<file path="src/rtl/i2c_smb_master.sv">
module i2c_smb_master #(
  parameter int DIV     = 8,
  parameter int TMO_CYC = 100000,
  parameter int NBW     = 8
) (
  input  logic           clk,
  input  logic           rst_n,
  input  logic           cmd_wr,
  input  logic [6:0]     cmd_addr,
  input  logic           cmd_read,
  input  logic [NBW-1:0] cmd_len,
  input  logic           cmd_pec,
  output logic           cmd_valid,
  output logic           busy,
  input  logic           tx_wr,
  input  logic [7:0]     tx_data,
  output logic           tx_full,
  input  logic           rx_rd,
  output logic [7:0]     rx_data,
  output logic           rx_ready,
  input  logic           stop_req,
  input  logic [7:0]     stat_clr,
  output logic [7:0]     status,
  input  logic           smb_alert_n,
  input  logic           scl_i,
  output logic           scl_oe,
  input  logic           sda_i,
  output logic           sda_oe
);
  localparam int CW = (DIV > 1) ? $clog2(DIV) : 1;
  localparam int TW = $clog2(TMO_CYC + 1);
  localparam logic [NBW:0] ONE = 1;
  localparam int F_CMP = 0, F_ANAK = 1, F_DNAK = 2, F_ARB = 3;
  localparam int F_TMO = 4, F_PEC = 5, F_STOP = 6, F_ALR = 7;

  typedef enum logic [1:0] {S_IDLE, S_START, S_BIT, S_STOP} st_t;
  typedef enum logic [1:0] {K_ERR, K_OK, K_REQ} end_t;

  st_t          st;
  end_t         kind;
  logic [CW-1:0] cnt;
  logic [TW-1:0] tcnt;
  logic [1:0]   qc;
  logic [3:0]   bitn;
  logic [7:0]   sh, thr, crc, flags;
  logic [NBW:0] left;
  logic         rd, pec_en, is_addr, is_pec, lastb, stop_pend, nack;

  function automatic logic [7:0] crc8(input logic [7:0] c, input logic [7:0] d);
    logic [7:0] x;
    x = c ^ d;
    for (int i = 0; i < 8; i++) x = x[7] ? ((x << 1) ^ 8'h07) : (x << 1);
    return x;
  endfunction

  assign busy   = (st != S_IDLE);
  assign status = flags;

  wire drv   = is_addr || !rd;
  wire tick  = busy && (cnt == CW'(DIV - 1));
  wire stall = (qc == 2'd2) && !scl_i;

  always_ff @(posedge clk) begin
    if (!rst_n) begin
      st <= S_IDLE; kind <= K_ERR; cnt <= '0; tcnt <= '0; qc <= '0; bitn <= '0;
      sh <= '0; thr <= '0; crc <= '0; flags <= '0; left <= '0;
      rd <= 1'b0; pec_en <= 1'b0; is_addr <= 1'b0; is_pec <= 1'b0; lastb <= 1'b0;
      stop_pend <= 1'b0; nack <= 1'b0; cmd_valid <= 1'b0; tx_full <= 1'b0;
      rx_data <= '0; rx_ready <= 1'b0; scl_oe <= 1'b0; sda_oe <= 1'b0;
    end else begin
      flags <= flags & ~stat_clr;
      if (tx_wr) begin thr <= tx_data; tx_full <= 1'b1; end
      if (rx_rd) rx_ready <= 1'b0;
      if (!smb_alert_n) flags[F_ALR] <= 1'b1;
      if (stop_req && busy) stop_pend <= 1'b1;
      cnt  <= (busy && cnt != CW'(DIV - 1)) ? cnt + CW'(1) : '0;
      tcnt <= ((st == S_START || st == S_BIT) && !scl_i) ? tcnt + TW'(1) : '0;

      if (st == S_IDLE) begin
        if (cmd_wr) begin
          st <= S_START; cmd_valid <= 1'b1; rd <= cmd_read; pec_en <= cmd_pec;
          left <= {1'b0, cmd_len} + {{NBW{1'b0}}, cmd_pec};
          sh <= {cmd_addr, cmd_read}; crc <= crc8(8'h00, {cmd_addr, cmd_read});
          is_addr <= 1'b1; is_pec <= 1'b0; lastb <= 1'b0; stop_pend <= 1'b0;
          qc <= '0; bitn <= '0; cnt <= '0;
        end
      end else if (st != S_STOP && tcnt == TW'(TMO_CYC - 1)) begin
        flags[F_TMO] <= 1'b1; kind <= K_ERR; st <= S_STOP;
        qc <= '0; cnt <= '0; scl_oe <= 1'b1;
      end else if (tick && !stall) begin
        qc <= qc + 2'd1;
        case (st)
          S_START: begin
            if (qc == 2'd2) sda_oe <= 1'b1;
            if (qc == 2'd3) begin scl_oe <= 1'b1; st <= S_BIT; bitn <= '0; end
          end
          S_BIT: begin
            case (qc)
              2'd0: begin
                if (bitn == 4'd8)
                  sda_oe <= drv ? 1'b0 : !(lastb || stop_pend);
                else if (bitn == 4'd0 && !is_addr && !rd && !is_pec) begin
                  if (tx_full) begin
                    sh <= thr; sda_oe <= !thr[7]; tx_full <= 1'b0; crc <= crc8(crc, thr);
                  end else
                    qc <= 2'd0;
                end else
                  sda_oe <= drv ? !sh[7] : 1'b0;
              end
              2'd1: scl_oe <= 1'b0;
              2'd2: begin
                if (bitn != 4'd8) begin
                  if (drv) begin
                    if (!sda_oe && !sda_i) begin
                      flags[F_ARB] <= 1'b1; st <= S_IDLE; qc <= '0;
                      scl_oe <= 1'b0; sda_oe <= 1'b0;
                    end
                  end else
                    sh <= {sh[6:0], sda_i};
                end else
                  nack <= sda_i;
              end
              default: begin
                scl_oe <= 1'b1;
                if (bitn != 4'd8) begin
                  bitn <= bitn + 4'd1;
                  if (drv) sh <= {sh[6:0], 1'b0};
                end else begin
                  bitn <= '0;
                  if (drv && nack) begin
                    flags[is_addr ? F_ANAK : F_DNAK] <= 1'b1; kind <= K_ERR; st <= S_STOP;
                  end else if (!drv && is_pec && sh != crc) begin
                    flags[F_PEC] <= 1'b1; kind <= K_ERR; st <= S_STOP;
                  end else begin
                    if (!drv && !is_pec) begin
                      rx_data <= sh; rx_ready <= 1'b1; crc <= crc8(crc, sh);
                    end
                    if (stop_pend) begin
                      kind <= K_REQ; st <= S_STOP;
                    end else if (left == '0) begin
                      kind <= K_OK; st <= S_STOP;
                    end else begin
                      left <= left - ONE; is_addr <= 1'b0;
                      is_pec <= pec_en && (left == ONE);
                      lastb <= (left == ONE);
                      if (pec_en && left == ONE && !rd) sh <= crc;
                    end
                  end
                end
              end
            endcase
          end
          S_STOP: begin
            if (qc == 2'd0) sda_oe <= 1'b1;
            if (qc == 2'd1) scl_oe <= 1'b0;
            if (qc == 2'd3) begin
              sda_oe <= 1'b0; st <= S_IDLE;
              if (kind == K_OK) begin flags[F_CMP] <= 1'b1; cmd_valid <= 1'b0; end
              if (kind == K_REQ) begin flags[F_CMP] <= 1'b1; flags[F_STOP] <= 1'b1; end
            end
          end
          default: ;
        endcase
      end
    end
  end


  busy_has_valid_chk: assert property (@(posedge clk) disable iff (!rst_n)
    busy |-> cmd_valid);

  arb_release_chk: assert property (@(posedge clk) disable iff (!rst_n)
    $rose(flags[F_ARB]) |-> (!scl_oe && !sda_oe && !busy));

  cmp_after_stop_chk: assert property (@(posedge clk) disable iff (!rst_n)
    $rose(flags[F_CMP]) |-> $past(st == S_STOP));

  err_keeps_valid_chk: assert property (@(posedge clk) disable iff (!rst_n)
    $rose(|flags[5:1]) |-> cmd_valid);

  rx_only_read_chk: assert property (@(posedge clk) disable iff (!rst_n)
    $rose(rx_ready) |-> rd);

  tx_taken_in_bit_chk: assert property (@(posedge clk) disable iff (!rst_n)
    $fell(tx_full) |-> $past(st == S_BIT));
endmodule

</file>
<file path="config.mk">
export PLATFORM = sky130hd
export DESIGN_NAME = i2c_smb_master
export DESIGN_NICKNAME = d
export VERILOG_FILES = /design/src/rtl/i2c_smb_master.sv
export SDC_FILE = /design/constraint.sdc
export NUM_CORES = 1
export LEC_CHECK = 0
export BUFFER_PORTS_ARGS = -buffer_cell sky130_fd_sc_hd__buf_2
export CAP_MARGIN = 25
export CORE_UTILIZATION = 40
export CTS_CLUSTER_SIZE = 16
export DETAILED_ROUTE_END_ITERATION = 7
export GPL_ROUTABILITY_DRIVEN = 0
export SLEW_MARGIN = 15
export SYNTH_ARGS = -nofsm -noshare
export SYNTH_HDL_FRONTEND = slang
export SYNTH_SLANG_ARGS = --single-unit
</file>
<file path="constraint.sdc">
create_clock -name clk -period 3.6 [get_ports clk]
set_input_delay 0.36 -clock clk [delete_from_list [all_inputs] [get_ports clk]]
set_output_delay 0.36 -clock clk [all_outputs]
set_load 0.05 [all_outputs]
</file>
== Word-level counts from Yosys, hierarchy flattened ==
Cells that the tools add are included.

* Flip-flop bits (word level): 91
* Bits in latches: 0
* Bits in writable memories: 0
* Memory bits (read-only): 0
* Output and inout port bits: 22
* Logic and storage cells: 424
* Memories kept: 0

* Add/subtract/negate cells: 6
* $mul: 0
* Divide/modulo/power cells: 0
* Order comparisons: 2
* Equal/unequal tests: 64
* Shift-type cells: 0
* Mux-type cells: 224
* Bitwise operators: 35
* Reductions and logical operators: 69

{| class="wikitable"
|+ Operators by type and width
! kind !! number
|-
| 2-to-1 mux 8 bit || 32
|-
| 2-to-1 mux 9 bit || 11
|-
| 2-to-1 mux 1 bit || 90
|-
| 2-to-1 mux 3 bit || 30
|-
| 2-to-1 mux 2 bit || 36
|-
| inverter 3 bit || 24
|-
| 2-to-1 mux 4 bit || 9
|-
| inequality test 3 x 2 -> 1 bit (second input constant) || 8
|-
| inequality test 3 bit (second input constant) || 8
|-
| case mux 8 bit (3 select lines) || 1
|-
| AND reduction 6 bit || 4
|-
| AND reduction 11 bit || 2
|-
| inequality test 2 bit (second input constant) || 10
|-
| logical AND 1 bit || 18
|-
| AND reduction 9 bit || 2
|-
| adder 17 x 1 -> 17 bit (second input constant) || 1
|-
| == test 17 bit (second input constant) || 1
|-
| inequality test 4 x 3 -> 1 bit (second input constant) || 4
|-
| case mux 8 bit (2 select lines) || 1
|-
| AND reduction 16 bit || 1
|-
| nonzero test 2 bit || 8
|-
| XOR 8 bit || 2
|-
| inequality test 4 x 2 -> 1 bit (second input constant) || 3
|-
| AND reduction 12 bit || 1
|-
| 45 further kinds || 93
|}

== Logic depth before layout (Yosys ltp) ==
* Depth in word-level cells: 26
* Depth in mapped cells: 10
* Mapped depth without buffers: 8

== Least setup slack after synthesis ==
OpenSTA, ideal clock, no wires.

* Path kind: register -> register
* From: register crc[7]
* To: register left[8]
* Arrival: 2.361 ns
* Data required time: 3.477 ns
* Slack: 1.116 ns
* Stages on the path, launching flop included: 10
* Path buffers: 1
* Clock period less this slack: 2.484 ns
* Path through: dfxtp_1 > clkbuf_1 > xnor2_1 > ha_1 > nand3_1 > o311ai_2 > o211ai_4 > or2_2 > nor4_1 > o21ai_1

* Word-level cells in the longest chain between the ends: 4

{| class="wikitable"
|+ RTL lines
! element !! RTL line !! text
|-
| start, declared || 45 || <nowiki>logic [7:0] sh, thr, crc, flags;</nowiki>
|-
| start signal, assigned || 83 || <nowiki>sh <= {cmd_addr, cmd_read}; crc <= crc8(8'h00, {cmd_addr, cmd_read});</nowiki>
|-
| inequality test 8 bit || 132 || <nowiki>end else if (!drv && is_pec && sh != crc) begin</nowiki>
|-
| logical AND 1 bit || 132 ||
|-
| inequality test 2 bit (no source line) || - ||
|-
| AND reduction 10 bit (no source line) || - ||
|-
| end signal, assigned || 82 || <nowiki>left <= {1'b0, cmd_len} + {{NBW{1'b0}}, cmd_pec};</nowiki>
|-
| end, declared || 46 || <nowiki>logic [NBW:0] left;</nowiki>
|}

Every way passes these cells.
A chain may end at the register's enable or synchronous reset.

== Worst setup path in the final report ==
* From: register st[0]
* To: register rx_data[0]

* Word-level cells in the longest chain between the ends: 4

{| class="wikitable"
|+ RTL lines
! element !! RTL line !! text
|-
| start, declared || 39 || <nowiki>st_t st;</nowiki>
|-
| start signal, assigned || 65 || <nowiki>st <= S_IDLE; kind <= K_ERR; cnt <= '0; tcnt <= '0; qc <= '0; bitn <= '0;</nowiki>
|-
| start signal, assigned || 81 || <nowiki>st <= S_START; cmd_valid <= 1'b1; rd <= cmd_read; pec_en <= cmd_pec;</nowiki>
|-
| start signal, assigned || 88 || <nowiki>flags[F_TMO] <= 1'b1; kind <= K_ERR; st <= S_STOP;</nowiki>
|-
| inequality test 2 bit or nonzero test 2 bit (tied branches) || 87, 56 ||
|-
| logical AND 1 bit (on tied branches) || 87, 60 ||
|-
| inverter 1 bit (no source line) or logical AND 1 bit (tied branches) || - ||
|-
| AND reduction 9 bit (no source line) (*) || - ||
|-
| end signal, assigned || 69 || <nowiki>rx_data <= '0; rx_ready <= 1'b0; scl_oe <= 1'b0; sda_oe <= 1'b0;</nowiki>
|-
| end signal, assigned || 136 || <nowiki>rx_data <= sh; rx_ready <= 1'b1; crc <= crc8(crc, sh);</nowiki>
|-
| end, declared || 19 || <nowiki>output logic [7:0] rx_data,</nowiki>
|}

Every way passes the cells marked *; elsewhere a longest branch is shown, timed or not.

==> flow_summary.yaml <==
final_layout:
  final_cell_mix: "91 x dfxtp_1, 71 x nor2_1, 67 x nand2_1"
  final_common_cell: "dfxtp_1"
  design_area_um2: 6420
  area_growth_pct: 13.7
  fin_nets: 812
  insertedDiodeCount: 0
  drive_gt1_share_pct: 14.5
global_routing:
  antenna_found_initial: 0
  use_met1_pct: 28.0
  grt_max_degree: 31
  grt_use_met3_pct: 5.50
  grtUsageMet2_pct: 36.1
  grt_pass1_wl_mm: 25.2
  first_global_vias: 5135
  grt.busiest_layer: "met2"
  track_usage_pct: 22.0
  grt-ovfl-total: 0
clock_tree:
  cts_max_level: 3
  cts_setup_buffers: 0
  numCtsBuffers: 9
  worstSkewPairLatency_ns: 0.35
  clkSlewWorstSetupHoldPaths_ns: 0.06
  cts_hold_buf: 0
  cts_resized: 0
  cts-root-buf: "clkbuf_16"
  cts.sink_count: 91
  clockBufferDepth: 2
  cts_tree: "yes"
sta:
  tns_ns: 0
  fin_crit_ns: 3.03
  rsz0062_at_grt: "no"
  skew_ns: 0.00662
  fin_ws_ns: 0.573
  relSlewSlack_pct: 36.1
  slew_violations: 0
  hold_viol: 0
  finalCritPeriodShare_pct: 84.1
  tightest_slew_ns: 0.958
  setup_viol: 0
  fmax_mhz: 330
critical_path:
  cp-end-kind: "register"
  rr_endpoint: "rx_data[0]$_SDFFE_PN0P_"
  crit-reg2reg-launch: "st[0]$_SDFFE_PN0P_"
  r2r_setup_slack_ns: 0.57
  worstPathArrival_ns: 3.25
  critPathLaunch: "st[0]$_SDFFE_PN0P_"
  crit_end: "rx_data[0]$_SDFFE_PN0P_"
  start_kind: "register"
  worstRegToRegCells: 8
  crit_required_ns: 3.83
  crit_fanout: 24
  setup.worst_path.class: "reg -> reg"
drt:
  antenna_left: 0
  wl_mm: 15.5
  wl_per_cell_um: 16.6
  vias: 5265
  drc: 0
  drt-initial-drc-count: 439
  via_per_inst: 5.66
  dr.pass1.iters: 5
job:
  maxCapViolations: 0
placed_design:
  io_buffers: 63
  place_ws_ns: 0.606
  dp_hpwl_mm: 11.4
  placed_area_um2: 6130
yosys:
  syn_nets: 761
  synth_edf_count: 0
  ys_types: 73
  async_flop_share_pct: 0
  synthCells: 696
  synth_seq_area_share_pct: 32.2
  avgSynthCellArea_um2: 8.12
  yosys_warnings: 0
  ys_seq_elements: 91
  syn-cell-area_um2: 5650
  synth_ff_type: "dfxtp_1"
die:
  die_h_um: 121
  chipWidth_um: 121
  start_util_pct: 40.9
  num_rows: 43
  die_area_um2: 14600
  boundaryPins: 64
  design.core.area_um2: 13800
run_status:
  run_status: "finished, final reports clean"
pwr:
  finalPower_mw: 4.64
  powerDensity_nw_per_um2: 723
  ir_drop_mv: 0.283
  power.leakage_nw: 2.41
hold_path:
  worstHoldPathType: "in -> reg"
## flip-flops by register name, summed over array words and instances (netlist names), 2 cells and up
register  flops
left          9
status        8
rx_data       8
bitn          4
tcnt         17
cnt           3
thr           8
kind          2
st            2
qc            2
sh            8
crc           8
## Yosys cell counts (8+ instances only)
library cell  count  share of area [%]
nand4_1          10                1.1
xor2_1           21                3.3
nor2_1           71                4.7
inv_1            33                2.2
and3_1            9                1.0
mux2i_1          19                3.4
o21ai_0          28                2.5
xnor2_1          57                8.8
ha_1             23                5.1
a21oi_1          52                4.6
nor3_1           11               0.97
nand2b_1         11                1.2
a32oi_1           8                1.2
nand2_1          67                4.4
dfxtp_1          91                 32
clkbuf_1         22                1.5
nand3_1          29                2.6
## stage by stage
step | hold WS [ns] | util [%] | cells
finish | 0.183 | 46.5 | 931
global route | 0.191 | 46.5 | 931
CTS | 0.169 | 46.5 | 931
detailed placement | 0.436 | 44.3 | 916
global placement | 0.415 | 44.3 | 916
floorplan | 0.404 | - | 696
## layer usage
metal / vias to the layer above / wire length (µm)
met1: 2499 / 6980
met2: 156 / 7240
met4: 0 / 259
met5: - / 0
li1: 2587 / -
met3: 23 / 1020
## layout make-up
type                       instances  area (µm²)
fill                            1374        7400
multi-input combinational        540        3580
sequential                        91        1820
timing repair buffer              72         383
clock buffer                       9         225
tap                              180         225
inverter                          33         124
clock inverter                     6        66.3
## kinds of logic (layout without fill, tap and decap cells)
group | after synthesis | after routing | synth area share (%)
flip-flops | 91 | 91 | 32.2
XOR/XNOR | 78 | 78 | 12.1
multiplexers | 23 | 23 | 4.36
buffers and inverters | 65 | 120 | 4.45
adder cells (fa/ha/maj) | 23 | 23 | 5.09
AND/OR/NAND/NOR | 260 | 260 | 23.4
AO/OA/AOI/OAI | 156 | 156 | 18.4
## critical path: stages, from the launching register on
cell and delay (ns):
dfxtp_1 0.48, inv_1 0.13, ha_1 0.55, nor2b_1 0.37, nand3_1 0.21, a21o_1 0.30
or4_1 0.67, nand2_1 0.14, a21oi_1 0.06
## power by group
part           internal [mW]  leakage, nW  switching [mW]
Sequential              1.16        0.740           0.212
Combinational          0.940         1.54            1.39
Clock                  0.535        0.134           0.409
Total                   2.63         2.41            2.01
## worst min path at each step
stage	startpoint	endpoint	cells after the start
floorplan	cnt[0]$_SDFF_PN0_	cnt[0]$_SDFF_PN0_	1
detailed placement	cnt[0]$_SDFF_PN0_	cnt[0]$_SDFF_PN0_	1
CTS	smb_alert_n	status[7]$_SDFF_PN0_	2
global placement	cnt[0]$_SDFF_PN0_	cnt[0]$_SDFF_PN0_	1
global route	smb_alert_n	status[7]$_SDFF_PN0_	2
finish	smb_alert_n	status[7]$_SDFF_PN0_	2
No activity file was read; power rests on OpenSTA's default activity.
